==> config.mk <==
export PLATFORM = sky130hd
export DESIGN_NAME = ckgen_csr
export DESIGN_NICKNAME = d
export VERILOG_FILES = /design/src/rtl/ckgen_csr_pkg.sv /design/src/rtl/ckgen_csr_axil.sv /design/src/rtl/ckgen_csr_regs.sv /design/src/rtl/ckgen_csr_rst_map.sv /design/src/rtl/ckgen_csr.sv
export SDC_FILE = /design/constraint.sdc
export NUM_CORES = 1
export LEC_CHECK = 0
export ABC_AREA = 1
export BUFFER_PORTS_ARGS = -buffer_cell sky130_fd_sc_hd__buf_2
export CAP_MARGIN = 20
export CORE_ASPECT_RATIO = 0.6
export CORE_MARGIN = 8
export CORE_UTILIZATION = 25
export CTS_BUF_LIST = sky130_fd_sc_hd__clkbuf_8 sky130_fd_sc_hd__clkbuf_16
export DETAILED_ROUTE_END_ITERATION = 12
export MAX_ROUTING_LAYER = met4
export PLACE_DENSITY_LB_ADDON = 0.1
export SLEW_MARGIN = 0
export SYNTH_ARGS = -nofsm -noshare
export SYNTH_HDL_FRONTEND = slang
export SYNTH_HIERARCHICAL = 1
export SYNTH_SLANG_ARGS = --single-unit
==> constraint.sdc <==
create_clock -name clk -period 3.8 [get_ports clk]
set_clock_uncertainty 0.05 [all_clocks]
set_input_delay 0.19 -clock clk [delete_from_list [all_inputs] [get_ports clk]]
set_output_delay 0.19 -clock clk [all_outputs]
set_load 0.005 [all_outputs]
==> src/rtl/ckgen_csr_pkg.sv <==
package ckgen_csr_pkg;

    localparam int DATA_W   = 32;
    localparam int STRB_W   = DATA_W / 8;
    localparam int NUM_DOM  = 10;
    localparam int NUM_CLK  = 9;
    localparam int NUM_LOCK = 4;

    localparam logic [DATA_W-1:0] IDENT_WORD  = 32'h9048_1D0F;
    localparam logic [DATA_W-1:0] REV_WORD    = 32'h0201_0000;
    localparam logic [DATA_W-1:0] HOLE_MARKER = 32'hDEAD_DEC0;

    typedef enum logic [3:0] {
        SL_IDENT,
        SL_REV,
        SL_STAMP,
        SL_AVAIL,
        SL_GLOBAL,
        SL_DOMAIN,
        SL_MDIS,
        SL_LOCK,
        SL_HOLE
    } slot_e;

    typedef struct packed {
        logic [DATA_W-1:0]  glob;
        logic [NUM_DOM-1:0] dom;
        logic               mdis;
    } ctl_s;

    typedef struct packed {
        logic              en;
        logic [31:0]       addr;
        logic [DATA_W-1:0] data;
        logic [STRB_W-1:0] strb;
    } wr_req_s;

    function automatic slot_e decode(input logic [31:0] byte_addr);
        slot_e s;
        if (byte_addr[31:6] != '0) begin
            s = SL_HOLE;
        end else begin
            unique case (byte_addr[5:2])
                4'h0:    s = SL_IDENT;
                4'h1:    s = SL_REV;
                4'h2:    s = SL_STAMP;
                4'h3:    s = SL_AVAIL;
                4'h4:    s = SL_GLOBAL;
                4'h5:    s = SL_DOMAIN;
                4'h6:    s = SL_MDIS;
                4'h8:    s = SL_LOCK;
                default: s = SL_HOLE;
            endcase
        end
        return s;
    endfunction

    function automatic logic [DATA_W-1:0] byte_mask(input logic [STRB_W-1:0] strb);
        logic [DATA_W-1:0] m;
        for (int k = 0; k < STRB_W; k++) begin
            m[8*k +: 8] = {8{strb[k]}};
        end
        return m;
    endfunction

    function automatic int lock_bit(input int idx);
        int p;
        unique case (idx)
            0:       p = 0;
            1:       p = 4;
            2:       p = 6;
            default: p = 8;
        endcase
        return p;
    endfunction

    function automatic logic [DATA_W-1:0] avail_word(input int nclk);
        logic [DATA_W-1:0] w;
        w = '0;
        for (int k = 0; k < DATA_W; k++) begin
            if (k < nclk) w[k] = 1'b1;
        end
        return w;
    endfunction

endpackage

==> src/rtl/ckgen_csr_axil.sv <==
module ckgen_csr_axil
    import ckgen_csr_pkg::*;
#(
    parameter int ADDR_W = 12
) (
    input  logic                clk,
    input  logic                rst,
    input  logic [ADDR_W-1:0]   s_awaddr,
    input  logic                s_awvalid,
    output logic                s_awready,
    input  logic [DATA_W-1:0]   s_wdata,
    input  logic [STRB_W-1:0]   s_wstrb,
    input  logic                s_wvalid,
    output logic                s_wready,
    output logic [1:0]          s_bresp,
    output logic                s_bvalid,
    input  logic                s_bready,
    input  logic [ADDR_W-1:0]   s_araddr,
    input  logic                s_arvalid,
    output logic                s_arready,
    output logic [DATA_W-1:0]   s_rdata,
    output logic [1:0]          s_rresp,
    output logic                s_rvalid,
    input  logic                s_rready,
    output wr_req_s             wr_req,
    output logic [31:0]         rd_addr,
    input  logic [DATA_W-1:0]   rd_word
);

    logic              bvalid_q;
    logic              rvalid_q;
    logic [DATA_W-1:0] rdata_q;
    logic              wr_fire;
    logic              rd_fire;

    assign wr_fire   = s_awvalid & s_wvalid & ~bvalid_q;
    assign rd_fire   = s_arvalid & ~rvalid_q;

    assign s_awready = wr_fire;
    assign s_wready  = wr_fire;
    assign s_arready = ~rvalid_q;
    assign s_bvalid  = bvalid_q;
    assign s_rvalid  = rvalid_q;
    assign s_rdata   = rdata_q;
    assign s_bresp   = 2'b00;
    assign s_rresp   = 2'b00;

    assign wr_req.en   = wr_fire;
    assign wr_req.addr = 32'(s_awaddr);
    assign wr_req.data = s_wdata;
    assign wr_req.strb = s_wstrb;
    assign rd_addr     = 32'(s_araddr);

    always_ff @(posedge clk) begin
        if (rst) begin
            bvalid_q <= 1'b0;
            rvalid_q <= 1'b0;
            rdata_q  <= '0;
        end else begin
            if (wr_fire) begin
                bvalid_q <= 1'b1;
            end else if (s_bready) begin
                bvalid_q <= 1'b0;
            end
            if (rd_fire) begin
                rvalid_q <= 1'b1;
                rdata_q  <= rd_word;
            end else if (s_rready) begin
                rvalid_q <= 1'b0;
            end
        end
    end

endmodule

==> src/rtl/ckgen_csr_regs.sv <==
module ckgen_csr_regs
    import ckgen_csr_pkg::*;
#(
    parameter logic [NUM_DOM-1:0] DOM_INIT = 10'h3FE,
    parameter logic [7:0]         STAMP_MON  = 8'h09,
    parameter logic [7:0]         STAMP_DAY  = 8'h23,
    parameter logic [7:0]         STAMP_YEAR = 8'h22,
    parameter logic [7:0]         STAMP_HOUR = 8'h23
) (
    input  logic                clk,
    input  logic                rst,
    input  wr_req_s             wr_req,
    input  logic [31:0]         rd_addr,
    input  logic [NUM_LOCK-1:0] lock_i,
    output logic [DATA_W-1:0]   rd_word,
    output ctl_s                ctl
);

    localparam logic [DATA_W-1:0] STAMP_WORD = {STAMP_MON, STAMP_DAY, STAMP_YEAR, STAMP_HOUR};
    localparam logic [DATA_W-1:0] AVAIL_WORD = avail_word(NUM_CLK);

    ctl_s              ctl_q;
    ctl_s              ctl_d;
    logic [DATA_W-1:0] wmask;
    logic [DATA_W-1:0] lock_word;

    assign wmask = byte_mask(wr_req.strb);

    always_comb begin
        ctl_d = ctl_q;
        if (wr_req.en) begin
            unique case (decode(wr_req.addr))
                SL_GLOBAL: ctl_d.glob = (ctl_q.glob & ~wmask) | (wr_req.data & wmask);
                SL_DOMAIN: ctl_d.dom  = (ctl_q.dom & ~wmask[NUM_DOM-1:0])
                                      | (wr_req.data[NUM_DOM-1:0] & wmask[NUM_DOM-1:0]);
                SL_MDIS:   ctl_d.mdis = wmask[0] ? wr_req.data[0] : ctl_q.mdis;
                default:   ctl_d = ctl_q;
            endcase
        end
    end

    always_ff @(posedge clk) begin
        if (rst) begin
            ctl_q.glob <= '0;
            ctl_q.dom  <= DOM_INIT;
            ctl_q.mdis <= 1'b0;
        end else begin
            ctl_q <= ctl_d;
        end
    end

    always_comb begin
        lock_word = '0;
        for (int i = 0; i < NUM_LOCK; i++) begin
            lock_word[lock_bit(i)] = lock_i[i];
        end
    end

    always_comb begin
        unique case (decode(rd_addr))
            SL_IDENT:  rd_word = IDENT_WORD;
            SL_REV:    rd_word = REV_WORD;
            SL_STAMP:  rd_word = STAMP_WORD;
            SL_AVAIL:  rd_word = AVAIL_WORD;
            SL_GLOBAL: rd_word = ctl_q.glob;
            SL_DOMAIN: rd_word = DATA_W'(ctl_q.dom);
            SL_MDIS:   rd_word = DATA_W'(ctl_q.mdis);
            SL_LOCK:   rd_word = lock_word;
            default:   rd_word = HOLE_MARKER;
        endcase
    end

    assign ctl = ctl_q;

endmodule

==> src/rtl/ckgen_csr_rst_map.sv <==
module ckgen_csr_rst_map
    import ckgen_csr_pkg::*;
(
    input  ctl_s               ctl,
    output logic               glb_rst_o,
    output logic [NUM_DOM-1:0] dom_rst_o,
    output logic               main_rst_dis_o
);

    logic armed;

    assign armed          = &ctl.glob;
    assign glb_rst_o      = armed;
    assign dom_rst_o      = armed ? '1 : ctl.dom;
    assign main_rst_dis_o = ctl.mdis;

endmodule

==> src/rtl/ckgen_csr.sv <==
module ckgen_csr
    import ckgen_csr_pkg::*;
#(
    parameter int                 ADDR_W     = 12,
    parameter logic [NUM_DOM-1:0] DOM_INIT   = 10'h3FE,
    parameter logic [7:0]         STAMP_MON  = 8'h09,
    parameter logic [7:0]         STAMP_DAY  = 8'h23,
    parameter logic [7:0]         STAMP_YEAR = 8'h22,
    parameter logic [7:0]         STAMP_HOUR = 8'h23
) (
    input  logic                clk,
    input  logic                rst,
    input  logic [ADDR_W-1:0]   s_awaddr,
    input  logic                s_awvalid,
    output logic                s_awready,
    input  logic [DATA_W-1:0]   s_wdata,
    input  logic [STRB_W-1:0]   s_wstrb,
    input  logic                s_wvalid,
    output logic                s_wready,
    output logic [1:0]          s_bresp,
    output logic                s_bvalid,
    input  logic                s_bready,
    input  logic [ADDR_W-1:0]   s_araddr,
    input  logic                s_arvalid,
    output logic                s_arready,
    output logic [DATA_W-1:0]   s_rdata,
    output logic [1:0]          s_rresp,
    output logic                s_rvalid,
    input  logic                s_rready,
    input  logic [NUM_LOCK-1:0] lock_i,
    output logic                glb_rst_o,
    output logic [NUM_DOM-1:0]  dom_rst_o,
    output logic                main_rst_dis_o
);

    wr_req_s           wr_req;
    logic [31:0]       rd_addr;
    logic [DATA_W-1:0] rd_word;
    ctl_s              ctl;

    ckgen_csr_axil #(.ADDR_W(ADDR_W)) i_axil (
        .clk       (clk),
        .rst       (rst),
        .s_awaddr  (s_awaddr),
        .s_awvalid (s_awvalid),
        .s_awready (s_awready),
        .s_wdata   (s_wdata),
        .s_wstrb   (s_wstrb),
        .s_wvalid  (s_wvalid),
        .s_wready  (s_wready),
        .s_bresp   (s_bresp),
        .s_bvalid  (s_bvalid),
        .s_bready  (s_bready),
        .s_araddr  (s_araddr),
        .s_arvalid (s_arvalid),
        .s_arready (s_arready),
        .s_rdata   (s_rdata),
        .s_rresp   (s_rresp),
        .s_rvalid  (s_rvalid),
        .s_rready  (s_rready),
        .wr_req    (wr_req),
        .rd_addr   (rd_addr),
        .rd_word   (rd_word)
    );

    ckgen_csr_regs #(
        .DOM_INIT   (DOM_INIT),
        .STAMP_MON  (STAMP_MON),
        .STAMP_DAY  (STAMP_DAY),
        .STAMP_YEAR (STAMP_YEAR),
        .STAMP_HOUR (STAMP_HOUR)
    ) i_regs (
        .clk     (clk),
        .rst     (rst),
        .wr_req  (wr_req),
        .rd_addr (rd_addr),
        .lock_i  (lock_i),
        .rd_word (rd_word),
        .ctl     (ctl)
    );

    ckgen_csr_rst_map i_rst_map (
        .ctl            (ctl),
        .glb_rst_o      (glb_rst_o),
        .dom_rst_o      (dom_rst_o),
        .main_rst_dis_o (main_rst_dis_o)
    );

endmodule

Yosys cells after proc, flatten, opt, wreduce, memory -nomap -nowiden
Memories as Yosys holds them, arrays and structs flattened.
Index checks and enable logic that the tools add are counted.
{ "op_classes": {"add_sub_neg": 0, "multipliers": 0, "div": 0, "n_lt_le_gt_ge": 0, "n_eq_ne": 10, "shift": 0, "mux": 9, "bitwise_logic": 13, "reduce_logical": 9} }
{ "ops": {"columns": ["cell", "count"], "rows": [
  ["case mux 32 bit (8 select lines)", 1],
  ["AND 32 bit", 2],
  ["nonzero test 26 bit", 2],
  ["NOT 32 bit", 1],
  ["bitwise OR 32 bit", 1],
  ["AND reduction 32 bit", 1],
  ["== test 4 x 3 -> 1 bit (second input constant)", 7],
  ["AND 10 bit", 2],
  ["two-way mux 4 bit", 3],
  ["two-way mux 10 bit", 1],
  ["NOT 10 bit", 1],
  ["bitwise OR 10 bit", 1],
  ["== test 4 x 2 -> 1 bit (second input constant)", 2],
  ["== test 4 x 1 -> 1 bit (second input constant)", 1],
  ["zero test 4 bit", 1],
  ["two-way mux 1 bit", 4],
  ["AND reduction 2 bit", 2],
  ["nonzero test 2 bit", 2],
  ["AND 1 bit", 3],
  ["AND reduction 3 bit", 1],
  ["NOT 1 bit", 2]
]} }
{ "word_totals": {"reg_bits": 77, "latch_bits": 0, "ram_bits": 0, "romBits": 128, "in_bits": 71, "word_cells": 49, "mem_count": 2} }
{ "mem_list": {"columns": ["name", "depth", "width", "rd", "rd_ports_with_merged_regs", "write_ports", "line", "text"], "rows": [
  ["(name not given)", 16, 4, 1, 0, 0, "ckgen_csr_pkg.sv:43", "unique case (byte_addr[5:2])"],
  ["(name not given)", 16, 4, 1, 0, 0, "ckgen_csr_pkg.sv:43", null]
]} }

Longest topological paths before layout
Gate-level depths: netlist of run 1.
{ "depth": {"depth_word": 5, "depth_mapped": 16, "depth_no_buf": 14} }

By module
The synthesis of run 1 kept the hierarchy.
{ "by_module_without_submodules": {"columns": ["module", "n_inst", "cells_each", "area_each_um2", "seq_area_each_um2"], "rows": [
  ["ckgen_csr_regs", 1, 438, 2687.6, 860.8],
  ["ckgen_csr_axil", 1, 328, 2267.2, 680.7],
  ["ckgen_csr_rst_map", 1, 54, 214.0, 0.0]
]} }

Worst setup path before layout of run 1
Ideal clock, no wire load.
{ "synth_path": {"path_type": "input -> register", "startpoint": "input s_araddr[8]", "endpoint": "register i_axil.rdata_q[2] (netlist: i_axil/s_rdata[2])", "setup_time_ps": 64, "arrival_time_ps": 1646, "slack_ps": 2040, "stages": 14, "n_path_buf": 2, "path_cell_list": "buf_4 -> or2_0 -> nor2_1 -> nand2_1 -> nor2_1 -> buf_4 -> nand3_1 -> nor2_2 -> nand2_1 -> o211ai_1 -> inv_1 -> nand3_1 -> nand2_1 -> nor2_1"} }
{ "synth_between": {"elab_chain_cells": 4, "word_cells_on_any_way": 11, "cone_classes": "7 x eq/ne; 2 x mux; 2 x reduce/logical"} }
{ "synth_rtl": {"columns": ["item", "line", "text"], "rows": [
  ["from (decl)", "ckgen_csr.sv:23", "input logic [ADDR_W-1:0] s_araddr,"],
  ["nonzero test 26 bit (*)", "ckgen_csr_pkg.sv:40", "if (byte_addr[31:6] != '0) begin"],
  ["two-way mux 4 bit (*)", "ckgen_csr_pkg.sv:40", null],
  ["== test 4 x 3 -> 1 bit, or another cell as far along", "ckgen_csr_regs.sv:60", "unique case (decode(rd_addr))"],
  ["case mux 32 bit (8 select lines) (*)", "ckgen_csr_regs.sv:60", null],
  ["via rd_word[2]", "ckgen_csr.sv:38", "logic [DATA_W-1:0] rd_word;"],
  ["to (signal assigned)", "ckgen_csr_axil.sv:67", "rdata_q <= rd_word;"],
  ["to (decl)", "ckgen_csr_axil.sv:32", "logic [DATA_W-1:0] rdata_q;"]
]} }
The timed path passes the listed nets; every way through them passes the cells marked *.
A chain may end at the register's enable or synchronous reset.

==> key figures, run 1 <==
Drt
  • Iter 0 DRT Violations: around 280
  • Wirelength per Cell: 13.4 um
  • Routed WL: 15.3 mm
  • DR vias/cell: 3.84
  • Via Count: approximately 4,400
  • Detailed Routing Iterations Pass 1: 4
  • Final ANT Viol Nets: 0
  • Drt drc: 0

Worst setup path
  • Crit path kind: reg -> out
  • Critical path's most frequent cell: nand2_1
  • CP Buf/Inv Count: 1
  • Crit path max fanout: 11
  • Critical Path Sink Type: output pin
  • CP max stage delay: 0.39 ns
  • Worst path slowest cell: dfxtp_1
  • R2R depth: 10
  • Cell family with most CP delay: simple AND/OR/NAND/NOR gates
  • Worst endpoint required time: ~3.6 ns
  • CP Launch Type: flop
  • Critical Path Stages: 7
  • Worst EP arrival: 1.81 ns
  • CP cell instances: nand2_1 > nor2_1 > nand2_1 > nor2_1 > nand2_1 > nand2_1 > buf_2

Job
  • Max-cap violation count: 0

Clock network
  • Inserted Clock Buffers: 9
  • H-tree depth: 3
  • Postcts setup bufs: 0
  • CTS tree: done
  • Clock transition at path regs: 0.07 ns
  • Post-CTS Hold Buffers: 0
  • CTS Buffer Depth: 2
  • Worst-Skew Late Latency: 0.34 ns
  • Clock Sinks: 77
  • Number of gates resized after cts: 0
  • Clk root buf: clkbuf_16

STA
  • Setup_tns: 0 ns
  • Period Utilization, post-route: a little over half
  • Hold Fails Final Rpt: 0
  • Final setup viols: 0
  • Fin crit period: 2.05 ns
  • RSZ-0062 raised after global routing: no
  • Hold_ws: 0.0251 ns
  • Fmax: 488 MHz
  • Tightest Pin Transition: 0.941 ns
  • Slew Limit Fails: 0
  • Worst slew margin: 37.2%

Worst hold path
  • HP Class: in -> reg
  • Hold depth: 3

GRT
  • Gr ovfl total: 0
  • GR Util All Layers: 12.4%
  • First-pass GRT wire length: around 24 mm
  • Initial antenna violation count: 1
  • Vias in the first global route: 4,199
  • Largest net degree at the start of global routing: 35

Cells and area
  • Final Instance Count excl. Fillers: 1,139
  • Commonest non-fill, non-tap cell in the layout: nand2_1
  • Proportion of layout cells with a drive suffix above 1: 18.6%
  • Final #Nets: just over 900
  • Final std cell area, no fill: between 0.005 and 0.006 mm^2
  • Area Overhead vs Synth: 8.13%
  • Most frequent cells in the layout: nand2_1, nor2_1, buf_2

Pwr
  • Pwr dens: between 300 and 400 mW/mm^2
  • Peak supply drop: between 0.00015 and 0.0002 V
  • Leakage: 0.00304 uW

Status
  • Outcome: complete, no violations

Floorplan
  • Core area: roughly 0.020 mm^2
  • Die height: 127 um
  • Row cnt: 40
  • Die Area: 0.0255 mm^2
  • Initial core utilization: approximately a quarter
  • # IOs: around 120
  • Chip width: 201 um

Place
  • Post-DP Area: 0.00528 mm^2
  • Placed cells: 1,122
  • GP Congestion: about 0.8
  • IO buf count: 115
  • Detailed placement HPWL: 12.4 mm

Synthesis
  • Post-Synthesis Cells: 816
  • Synth Cell Area: 0.00514 mm^2
  • Syn avg cell area: 6.30 um^2
  • Ys Warns: 6
[area by class of cell]
| type | instances | area [um^2] |
|---|---|---|
| clock buffers | 10 | 239 |
| flip-flops and latches | 77 | 1540 |
| inverters | 106 | 404 |
| repair buffers | 117 | 591 |
| diodes | 1 | 2.50 |
| fillers | 2331 | 14500 |
| well taps | 273 | 342 |
| clock inverters | 6 | 38.8 |
| multi-input cells | 549 | 2400 |
[final timing paths]
path                      from                end  slack [ns]
max                       flop       dom_rst_o[9]        1.75
min                s_wdata[18]               flop        0.03
max reg2reg    i_axil/s_bvalid               flop        2.08
min reg2reg  i_axil/s_rdata[0]  i_axil/s_rdata[0]        0.42
[worst reg2reg max path, stage by stage (launching register included)]
cell     delay (ns)
dfxtp_1        0.32
inv_1          0.05
nand3_1        0.08
inv_1          0.09
nand2_1        0.07
nor2_2         0.21
nand3_4        0.14
nor2_4         0.27
inv_2          0.16
nor2_1         0.12
nor2_1         0.05
[per-layer routing]
metal,vias to the layer above,track usage (%),routed length (um)
li1,2414,-,-
met1,1859,19.6,9240
met2,90,14.8,5250
met3,7,3.13,715
met4,0,2.07,62
met5,-,-,0
[through the flow]
step / utilization, % / worst slack, ns / power (uW)
global placement: 26.3 / 1.44 / 1070
detailed placement: 26.3 / 1.40 / 1070
floorplan: - / 2.04 / 1060
CTS: 27.7 / 1.69 / 1900
finish: 27.7 / 1.75 / 1860
global route: 27.7 / 1.47 / 1970
[where the power goes]
group / internal (uW) / switching (uW)
clock network: 458 / 356
registers: 835 / 14.2
logic: 75.7 / 122
total: 1370 / 492
No activity file was read; power rests on OpenSTA's default activity.
==> inputs of run 2 (changes only) <==
==> constraint.sdc (replaced) <==
create_clock -name clk -period 2 [get_ports clk]
set_clock_uncertainty 0.05 [all_clocks]
set_input_delay 0.1 -clock clk [delete_from_list [all_inputs] [get_ports clk]]
set_output_delay 0.1 -clock clk [all_outputs]
set_load 0.005 [all_outputs]
==> run 2 against run 1 <==
  * Clock-buffer cell count unchanged
  * Global-route usage increased by 0.59 points
  * Combinational power increased by 130%
  * Total power increased by 110%
  * Highest routed layer unchanged
==> key figures, run 2 (synthesis results as in run 1) <==
GRT
  • Vias in the first global route: 4,462 (was 4,199)
  • Initial antenna violation count: 0 (was 1)
  • Gr ovfl total: 0 (unchanged)
  • GR Util All Layers: 12.9% (was 12.4%)
  • Largest net degree at the start of global routing: 35 (unchanged)
  • First-pass GRT wire length: 25.5 mm (was 24.3 mm)

STA
  • Final setup viols: 0 (unchanged)
  • Fmax: 557 MHz
  • Worst slew margin: 60.7% (was 37.2%)
  • Fin crit period: 1.79 ns
  • Slew Limit Fails: 0 (unchanged)
  • Hold_ws: 0.0300 ns (was 0.0251 ns)
  • Period Utilization, post-route: between 80% and 90%
  • Setup_tns: 0 ns (unchanged)
  • Tightest Pin Transition: 0.589 ns (was 0.941 ns)
  • RSZ-0062 raised after global routing: no (unchanged)
  • Post-route setup slack: 0.206 ns (was 1.75 ns)
  • Hold Fails Final Rpt: 0 (unchanged)

Place
  • Post-DP Area: 0.00549 mm^2 (was 0.00528 mm^2)
  • Detailed placement HPWL: 12.8 mm (was 12.4 mm)
  • IO buf count: 115 (unchanged)
  • Worst slack at placement: -0.169 ns (was 1.40 ns)
  • GP Congestion: 0.813 (was 0.821)

Worst setup path
  • Cell family with most CP delay: simple AND/OR/NAND/NOR gates (unchanged)
  • Crit path max fanout: 11 (unchanged)
  • Critical Path Sink Type: output pin (unchanged)
  • R2R depth: 10 (unchanged)
  • Worst path slowest cell: dfxtp_1 (unchanged)
  • CP Launch Type: flop (unchanged)
  • Worst R2R Setup Slack: 0.41 ns (was 2.08 ns)
  • Crit path kind: reg -> out (unchanged)
  • CP max stage delay: 0.38 ns (was 0.39 ns)
  • Worst EP arrival: 1.64 ns (was 1.81 ns)
  • Worst endpoint required time: 1.85 ns (was 3.56 ns)
  • Critical Path End: dom_rst_o[9] (unchanged)
  • Critical path's most frequent cell: nand2_1 (unchanged)
  • CP cell instances: nand2_1 > nor2_1 > nand2_1 > nor2_1 > nand2_2 > nand2_1 > buf_2 (was nand2_1 > nor2_1 > nand2_1 > nor2_1 > nand2_1 > nand2_1 > buf_2)
  • Reg-to-reg startpoint: i_axil/s_bvalid (unchanged)
  • CP Buf/Inv Count: 1 (unchanged)
  • Critical Path Stages: 7 (unchanged)

Cells and area
  • ANT cells: 0 (was 1)
  • Filler cell count: 2,280 (was 2,331)
  • Area Overhead vs Synth: 20.4% (was 8.13%)
  • Most frequent cells in the layout: nand2_1, nor2_1, buf_2 (unchanged)
  • Final core utilization: 30.8% (was 27.7%)
  • Final std cell area, no fill: 0.00619 mm^2 (was 0.00556 mm^2)
  • Final #Nets: 990 (was 931)
  • Commonest non-fill, non-tap cell in the layout: nand2_1 (unchanged)
  • Proportion of layout cells with a drive suffix above 1: 19.9% (was 18.6%)

Job
  • Max-cap violation count: 0 (unchanged)

Drt
  • Detailed Routing Iterations Pass 1: 5 (was 4)
  • Drt drc: 0 (unchanged)
  • DR vias/cell: 3.78 (was 3.84)
  • Iter 0 DRT Violations: 243 (was 277)
  • Via Count: 4,529 (was 4,370)
  • Routed WL: 16.0 mm (was 15.3 mm)
  • Final ANT Viol Nets: 0 (unchanged)
  • Wirelength per Cell: 13.4 um (about the same)

Clock network
  • H-tree depth: 3 (unchanged)
  • Clock Sinks: 77 (unchanged)
  • Clk root buf: clkbuf_16 (unchanged)
  • Worst-Skew Late Latency: 0.34 ns (about the same)
  • Inserted Clock Buffers: 9 (unchanged)
  • CTS Buffer Depth: 2 (unchanged)
  • Clock transition at path regs: 0.06 ns (was 0.07 ns)
  • CTS tree: done (unchanged)

Floorplan
  • Core area: 0.0201 mm^2 (unchanged)
  • Die height: 127 um (unchanged)
  • # IOs: 124 (unchanged)
  • Row cnt: 40 (unchanged)
  • Die Area: 0.0255 mm^2 (unchanged)
  • Initial core utilization: 25.6% (unchanged)
  • Chip width: 201 um (unchanged)

Pwr
  • Leakage: 0.00337 uW (was 0.00304 uW)
  • Pwr dens: 639 mW/mm^2 (was 335 mW/mm^2)
  • Peak supply drop: 0.000382 V (was 0.000191 V)

Status
  • Outcome: complete, no violations (unchanged)

Worst hold path
  • HP Class: in -> reg (unchanged)
run 2: cell count changes in the layout (fill, tap and decap cells not counted), moves of 2 or more:
cell,before,now
clkinvlp_4,2,0
clkinv_2,4,2
buf_4,2,23
dlygate4sd3_1,0,35
inv_1,99,101
buf_12,0,3
bufinv_16,0,3
run 2: routing by layer:
metal	global-route usage, %	up-vias	wire length, um
met5	-	-	0
met4	2.24	0	88
met3	3.41	9	686
met2	15.8	91	5740
met1	20.2	1903	9490
li1	-	2526	-
run 2: how the worst min path moves through the flow:
stage	start	to	slack [ns]	cells after the start
floorplan	rst	i_axil/s_bvalid	0.12	1
global route	rst	i_axil/s_rvalid	0.03	2
CTS	rst	i_axil/s_rvalid	0.03	2
detailed placement	s_wdata[18]	flop	0.28	3
finish	rst	i_axil/s_rvalid	0.03	2
global placement	s_wdata[18]	flop	0.28	3
run 2: layout make-up:
| cell class | count | area, um^2 | share of cell area, % |
|---|---|---|---|
| timing repair buffer | 176 | 1160 | 18.7 |
| clock buffer | 10 | 239 | 3.86 |
| clock inverter | 6 | 103 | 1.66 |
| multi-input combinational | 549 | 2400 | 38.8 |
| sequential | 77 | 1540 | 24.9 |
| inverter | 106 | 404 | 6.53 |
| tap | 273 | 342 | 5.52 |
run 2: stage by stage:
step / std cells / power [uW]
3_3_place_gp: 1146 / 2050
3_5_place_dp: 1146 / 2050
2_1_floorplan: 859 / 2000
5_1_grt: 1197 / 4130
6_report: 1197 / 3950
4_1_cts: 1197 / 4030
run 2: what timing repair did:
action                                  4_1_cts  5_1_grt
resized for setup                             0        2
setup buffers                                 0        0
hold buffers                                 35        0
endpoints found under the hold margin        43        0
endpoints found under the setup margin        0       11
run 2: power by group:
| part | switching (uW) | total (uW) | leakage, uW | internal, uW |
|---|---|---|---|---|
| Combinational | 248 | 445 | 0.00256 | 197 |
| Sequential | 29.1 | 1620 | 0.000629 | 1590 |
| Clock | 649 | 1890 | 0.000175 | 1240 |
==> inputs of run 3 (changes only) <==
--- a/config.mk
+++ b/config.mk
@@ -15,6 +15,8 @@
 export DETAILED_ROUTE_END_ITERATION = 12
 export MAX_ROUTING_LAYER = met4
 export PLACE_DENSITY_LB_ADDON = 0.1
+export REMOVE_ABC_BUFFERS = 1
+export SKIP_LAST_GASP = 1
 export SLEW_MARGIN = 0
 export SYNTH_ARGS = -nofsm -noshare
 export SYNTH_HDL_FRONTEND = slang
==> run 3 against run 2 <==
  * Total power decreased by 1.7%
  * Critical path type unchanged
  * Non-clock buffer count unchanged
  * Critical path depth unchanged
  * Largest cell class unchanged
==> key figures, run 3 (synthesis results as in run 1) <==
Status
  • Outcome: complete, no violations (unchanged)

Drt
  • Drt drc: 0 (unchanged)
  • Detailed Routing Iterations Pass 1: 4 (was 5)
  • Via Count: 4,660 (was 4,529)
  • DR vias/cell: 3.89 (was 3.78)
  • Final ANT Viol Nets: 0 (unchanged)
  • Wirelength per Cell: 13.0 um (was 13.4 um)
  • Iter 0 DRT Violations: 185 (was 243)
  • Routed WL: 15.5 mm (was 16.0 mm)

GRT
  • Gr ovfl total: 0 (unchanged)
  • GR Util All Layers: 12.6% (was 12.9%)
  • First-pass GRT wire length: 24.8 mm (was 25.5 mm)
  • Vias in the first global route: 4,479 (was 4,462)
  • Initial antenna violation count: 0 (unchanged)
  • Largest net degree at the start of global routing: 34 (was 35)

Cells and area
  • Final core utilization: 30.8% (about the same)
  • Most frequent cells in the layout: nand2_1, nor2_1, buf_2 (unchanged)
  • Final #Nets: 990 (unchanged)
  • ANT cells: 0 (unchanged)
  • Proportion of layout cells with a drive suffix above 1: 20.3% (was 19.9%)
  • Commonest non-fill, non-tap cell in the layout: nand2_1 (unchanged)
  • Area Overhead vs Synth: 20.2% (was 20.4%)

Floorplan
  • Initial core utilization: 25.6% (unchanged)
  • # IOs: 124 (unchanged)
  • Die height: 127 um (unchanged)
  • Row cnt: 40 (unchanged)
  • Chip width: 201 um (unchanged)
  • Die Area: 0.0255 mm^2 (unchanged)
  • Core area: 0.0201 mm^2 (unchanged)

STA
  • Tightest Pin Transition: 0.720 ns (was 0.589 ns)
  • Hold Fails Final Rpt: 0 (unchanged)
  • RSZ-0062 raised after global routing: no (unchanged)
  • Fin crit period: 1.80 ns (was 1.79 ns)
  • Period Utilization, post-route: 89.8% (was 89.7%)
  • Slew Limit Fails: 0 (unchanged)
  • Final setup viols: 0 (unchanged)
  • Setup_tns: 0 ns (unchanged)
  • Worst slew margin: 51.7% (was 60.7%)
  • Fmax: 557 MHz (about the same)

Clock network
  • Clock transition at path regs: 0.07 ns (was 0.06 ns)
  • Worst-Skew Late Latency: 0.34 ns (about the same)
  • Clk root buf: clkbuf_16 (unchanged)
  • CTS Buffer Depth: 2 (unchanged)
  • Inserted Clock Buffers: 9 (unchanged)
  • CTS tree: done (unchanged)
  • Postcts setup bufs: 0 (unchanged)
  • Clock Sinks: 77 (unchanged)
  • H-tree depth: 3 (unchanged)

Pwr
  • Pwr dens: 629 mW/mm^2 (was 639 mW/mm^2)
  • Leakage: 0.00335 uW (was 0.00337 uW)
  • Tot Pwr: 3890 uW (was 3950 uW)
  • Peak supply drop: 0.000381 V (was 0.000382 V)

Worst setup path
  • R2R depth: 10 (unchanged)
  • Crit path kind: reg -> out (unchanged)
  • CP Launch Type: flop (unchanged)
  • Worst endpoint required time: 1.85 ns (about the same)
  • Worst R2R Setup Slack: 0.26 ns (was 0.41 ns)
  • Worst EP arrival: 1.65 ns (was 1.64 ns)
  • Critical Path Sink Type: output pin (unchanged)
  • Crit path max fanout: 11 (unchanged)

Place
  • GP Congestion: 0.751 (was 0.813)
  • IO buf count: 115 (unchanged)
  • Detailed placement HPWL: 12.2 mm (was 12.8 mm)

Worst hold path
  • HP Class: in -> reg (unchanged)
  • Hold depth: 3 (was 2)

Job
  • Max-cap violation count: 0 (unchanged)
-- run 3: report_power, final --
part	total, uW	internal, uW	switching, uW
combinational	443	197	246
sequential	1610	1590	26.0
clock	1830	1100	731
total	3890	2880	1000
-- run 3: layer usage --
metal,global-route usage [%],routed length (um)
met2,16.9,5880
met1,18.6,8920
met3,2.95,627
met4,2.46,104
met5,-,0
-- run 3: final cells by class --
cell class / instances / area, um^2
fill: 2298 / 13900
multi-input combinational: 549 / 2410
sequential: 77 / 1540
timing repair buffer: 176 / 1160
inverter: 106 / 404
tap: 273 / 342
clock buffer: 9 / 225
clock inverter: 7 / 100
-- run 3: metrics by stage --
| stage | hold slack [ns] | instances | instance area [um^2] | worst slack (ns) |
|---|---|---|---|---|
| 2_1_floorplan | 0.119 | 732 | 4340 | 0.0361 |
| 3_3_place_gp | 0.280 | 1147 | 5500 | 0.00868 |
| 3_5_place_dp | 0.285 | 1147 | 5500 | 0.00203 |
| 4_1_cts | 0.00408 | 1197 | 6170 | 0.0408 |
| 5_1_grt | 0.0251 | 1197 | 6170 | 0.0517 |
| 6_report | 0.0295 | 1197 | 6170 | 0.203 |
-- run 3: critical path, stage by stage, from the launching register on --
cell and delay, ns:
dfxtp_1 0.37, nand2_1 0.08, nor2_1 0.21, nand2_1 0.09, nor2_1 0.13, nand2_2 0.18
nand2_1 0.12, buf_2 0.13
-- run 3: path summary, 6_finish.rpt --
check                                        start                 end
worst max register to register     i_axil/s_bvalid                flop
worst min-delay path                    s_wdata[0]                flop
worst min register to register  i_axil/s_rdata[21]  i_axil/s_rdata[21]
worst max-delay path                          flop        dom_rst_o[4]
-- run 3: timing repair --
action | in CTS | in global routing
endpoints found under the setup margin | 0 | 36
hold buffers | 34 | 0
endpoints found under the hold margin | 42 | 0
gates resized for setup | 0 | 2
